[src/rtl/tmr_evt_cnt.sv]
module tmr_evt_cnt #(
  parameter int DW    = 8,
  parameter int PSC_W = 3
) (
  input  logic          clk,
  input  logic          rst_n,
  input  logic          wr_en,
  input  logic          wr_sel,
  input  logic [DW-1:0] wr_data,
  input  logic          rd_sel,
  output logic [DW-1:0] rd_data,
  input  logic          evt_in,
  input  logic          irq_en,
  output logic          irq
);
  localparam int DIV_W = (1 << PSC_W) - 1;
  localparam logic [1:0] M_IDLE = 2'b00, M_EDGE = 2'b01, M_TIME = 2'b10, M_PULSE = 2'b11;

  logic [7:0]       ctrl_q;
  logic [DW-1:0]    pre_q, cnt_q;
  logic [2:0]       sync_q;
  logic [DIV_W-1:0] div_q, psc_mask;
  logic             pw_q, irq_q;

  wire [1:0]       mode = ctrl_q[7:6];
  wire             run  = ctrl_q[4];
  wire             pol  = ctrl_q[3];
  wire [PSC_W-1:0] psc  = ctrl_q[PSC_W-1:0];

  wire wr_ctrl = wr_en && !wr_sel;
  wire wr_pre  = wr_en && wr_sel;

  assign psc_mask = DIV_W'(({{DIV_W{1'b0}}, 1'b1} << psc) - 1'b1);
  wire tick = run && ((div_q & psc_mask) == psc_mask);

  wire rise = sync_q[1] && !sync_q[2];
  wire fall = !sync_q[1] && sync_q[2];
  wire hit      = pol ? fall : rise;
  wire pw_start = pol ? rise : fall;
  wire pw_stop  = pol ? fall : rise;

  logic step;
  always_comb begin
    case (mode)
      M_EDGE:  step = run && hit;
      M_TIME:  step = tick;
      M_PULSE: step = tick && pw_q;
      default: step = 1'b0;
    endcase
  end

  wire ovf = step && (&cnt_q);

  always_ff @(posedge clk or negedge rst_n) begin
    if (!rst_n) begin
      ctrl_q <= '0;
      pre_q  <= '0;
      cnt_q  <= '0;
      sync_q <= '0;
      div_q  <= '0;
      pw_q   <= 1'b0;
      irq_q  <= 1'b0;
    end else begin
      sync_q <= {sync_q[1:0], evt_in};
      div_q  <= run ? div_q + 1'b1 : '0;
      irq_q  <= ovf && irq_en;

      if (wr_ctrl) ctrl_q <= wr_data[7:0] & 8'hDF;
      if (wr_pre)  pre_q  <= wr_data;

      if (!run || mode != M_PULSE) pw_q <= 1'b0;
      else if (pw_start)           pw_q <= 1'b1;
      else if (pw_stop)            pw_q <= 1'b0;

      if (ovf)                 cnt_q <= pre_q;
      else if (step)           cnt_q <= cnt_q + 1'b1;
      else if (wr_pre && !run) cnt_q <= wr_data;
    end
  end

  assign rd_data = rd_sel ? cnt_q : DW'(ctrl_q);
  assign irq     = irq_q;
endmodule

[config.mk]
export PLATFORM = sky130hd
export DESIGN_NAME = tmr_evt_cnt
export DESIGN_NICKNAME = d
export VERILOG_FILES = /design/src/rtl/tmr_evt_cnt.sv
export SDC_FILE = /design/constraint.sdc
export NUM_CORES = 1
export LEC_CHECK = 0
export BUFFER_PORTS_ARGS = -buffer_cell sky130_fd_sc_hd__buf_2
export CAP_MARGIN = 15
export CORE_MARGIN = 1.5
export CORE_UTILIZATION = 61
export DETAILED_ROUTE_END_ITERATION = 8
export HOLD_SLACK_MARGIN = 0.06
export PLACE_DENSITY_LB_ADDON = 0.08
export SYNTH_ARGS = -nofsm -noshare
export SYNTH_HDL_FRONTEND = slang
export SYNTH_SLANG_ARGS = --single-unit
[constraint.sdc]
create_clock -name clk -period 2.8 [get_ports clk]
set_input_delay 0.42 -clock clk [delete_from_list [all_inputs] [get_ports clk]]
set_output_delay 0.42 -clock clk [all_outputs]
set_load 0.005 [all_outputs]
==> metrics.yaml <==
logic_synthesis:
  syn_avg_cell_area_sq_um: 10.9
  synth-compound-area-share: 0.115
  syn_area_sq_um: 1850
  synth_area_leader_cell: "dfrtp_1"
  yosysSeqAreaShare: 0.475
  synth.area.mux_share: 0.167
  synth_edf_count: 0
  yosys_warnings: 0
  synth.most_common_cell: "dfrtp_1"
  yosysTopAreaCellShare: 0.475
  synth-main-ff-cell: "dfrtp_1"
  synthAdderAreaFrac: 0.0136
  async_flop_share: 1.00
  synth_top_family_by_area: "multiplexers"
  synth_area_leaders: "dfrtp_1 (47%), mux2_2 (14%), nand2_1 (2.8%), xnor2_1 (2.8%), and2_1 (2.7%)"
  netlist_instances: 169
  synth_nets: 186
  ys_top_cells_by_count: "dfrtp_1 (35), mux2_2 (23), nand2_1 (14), a21oi_1 (8), and2_1 (8)"
  synth_cell_types: 41
  synth-xor-area-share: 0.0380
  synth_seq_cells: 35
  yosys.area_share.simple: 0.167
critical_path:
  endpoint_kind: "flop"
  crit_required_ps: 3000
  path_max_fanout: 17
  rr_worst_depth: 5
  crit_type: "reg -> reg"
  rr_startpoint: "ctrl_q[4]"
  r2r_slack_ps: 830
  cp-start-kind: "flop"
  arrival_ps: 2170
  r2r-end: "cnt_q[4]"
floorplan:
  fp.coreArea_sq_um: 2810
  io_pins: 24
  die_y_um: 58.0
  start_util: 0.658
  rows: 19
  die_area_sq_um: 3360
  die_w_um: 58.0
power:
  power.density_nw_per_um2: 741
  irDropWorstVdd_mv: 0.457
  p_leak_uw: 0.000879
routing:
  wl_per_cell_um: 16.6
  wirelength_mm: 3.71
  ant_nets: 0
  firstDrtPassIters: 6
  vias: 1370
  drc: 0
  viasPerCell: 6.12
  first_iter_violations: 52
finish:
  drive_gt1_frac: 0.316
  syn_to_final_growth_pct: 10.8
  final_cells: 224
  antenna_cells: 0
  layout.nets: 209
grt:
  top_usage_layer: "met2"
  use_met3: 0.0759
  grt_pass1_wl_mm: 6.44
  grtUsageMet2: 0.388
  grt_max_degree: 36
  grt_pass1_vias: 1346
  antenna_found_initial: 0
  grt_overflow: 0
  use_met1: 0.352
  groute.usage.overall: 0.262
sta:
  hold_ws_ps: 114
  max_freq_mhz: 508
  fin_crit_ps: 1970
  finalSetupTns_ps: 0
  worst_pin_slew_ps: 773
  slew_headroom: 0.485
  rsz0062_at_grt: "no"
  fin_skew_ps: 18.0
  final.period_utilization: 0.703
  drv_slew: 0
  setup_viol: 0
  finalHoldViolCount: 0
status:
  status: "finished, final reports clean"
cts:
  clk_path_buf_depth: 2
  root_buffer: "clkbuf_4"
  cts_tree: "yes"
  worstSkewPairLatency_ps: 360
  post_cts_buffers: 0
  clkSinkCount: 35
  h-tree-depth: 2
  clk_pin_slew_worst_paths_ps: 110
  numCtsBuffers: 5
  hold_buffers: 0
  cts_resized: 0
placement:
  gp_congestion: 0.798
  dp_cells: 216
  hpwl_mm: 2.63
  io_buffers: 23
flow_run:
  drv_cap: 0
worst_hold_path:
  hp-class: "in -> async"
worst max path at each step:
stage                         start  endpoint  slack [ps]
final                     ctrl_q[4]  cnt_q[4]         830
after global routing      ctrl_q[4]  cnt_q[4]         650
after CTS                 ctrl_q[4]  cnt_q[2]         870
after detailed placement     wr_sel  cnt_q[6]         800
after global placement        wr_en  cnt_q[6]         890
after floorplan           sync_q[2]  cnt_q[7]        1270
critical path, stage by stage (launching register included):
cell and delay (ps):
dfrtp_1 650, nand2_1 90, a21oi_1 180, a41oi_2 430
a221oi_1 390, a31oi_1 80
sequential cells by signal, indices dropped and copies added, names as in the netlist:
| name | flops |
|---|---|
| cnt_q | 8 |
| pre_q | 8 |
| ctrl_q | 7 |
| div_q | 7 |
| sync_q | 3 |
| irq | 1 |
| pw_q | 1 |
final cells by class:
cell class / instances / area (sq um)
clock buffer: 5 / 37.5
clock inverter: 3 / 43.8
fill: 208 / 759
inverter: 3 / 11.3
multi-input combinational: 124 / 923
sequential: 35 / 876
tap: 31 / 38.8
timing repair buffer: 23 / 115
placed cells by master, fill, tap and decap left out, types with 2 or more instances in the layout:
cell type  synthesis  routed
inv_1              3       3
o21ai_1            2       2
nand4_1            3       3
nand3_1            7       7
xnor2_1            6       6
or3_1              2       2
nand2_1           14      14
buf_2              1      23
o21ai_0            5       5
ha_1               2       2
mux2i_1            5       5
a211oi_1           4       4
nor2_1             7       7
and2_1             8       8
xor2_1             2       2
clkbuf_4           0       5
dfrtp_1           35      35
a21oi_1            8       8
nor3_1             2       2
nor2b_1            5       5
mux2_2            23      23
per-layer routing:
layer,share of wire,up-vias
li1,-,648
met1,0.48,685
met4,0.024,0
met5,0,-
met3,0.047,7
met2,0.45,30
report_power, final:
| part | total, uW | switching, uW | internal, uW | leakage (uW) |
|---|---|---|---|---|
| combinational | 401 | 189 | 212 | 0.000405 |
| clock | 369 | 181 | 188 | 0.0000452 |
| sequential | 746 | 143 | 602 | 0.000428 |
| total | 1520 | 514 | 1000 | 0.000879 |
logic make-up (layout without fill, tap and decap cells):
| logic type | count (synthesis) | in the layout |
|---|---|---|
| fa+ha+maj | 2 | 2 |
| mux | 28 | 28 |
| xor+xnor | 8 | 8 |
| flops | 35 | 35 |
| compound gates | 29 | 29 |
| simple gates | 57 | 57 |
| buf+inv | 10 | 34 |
through the flow:
stage / cell area, sq um / setup slack (ps) / total power (uW) / util
after floorplan: 1850 / 1270 / 1020 / -
after global placement: 1960 / 886 / 1140 / 0.700
after detailed placement: 1960 / 801 / 1160 / 0.700
after CTS: 2050 / 867 / 1530 / 0.729
after global routing: 2050 / 654 / 1620 / 0.729
final: 2050 / 831 / 1520 / 0.729
(Power assumes the default switching activity.)
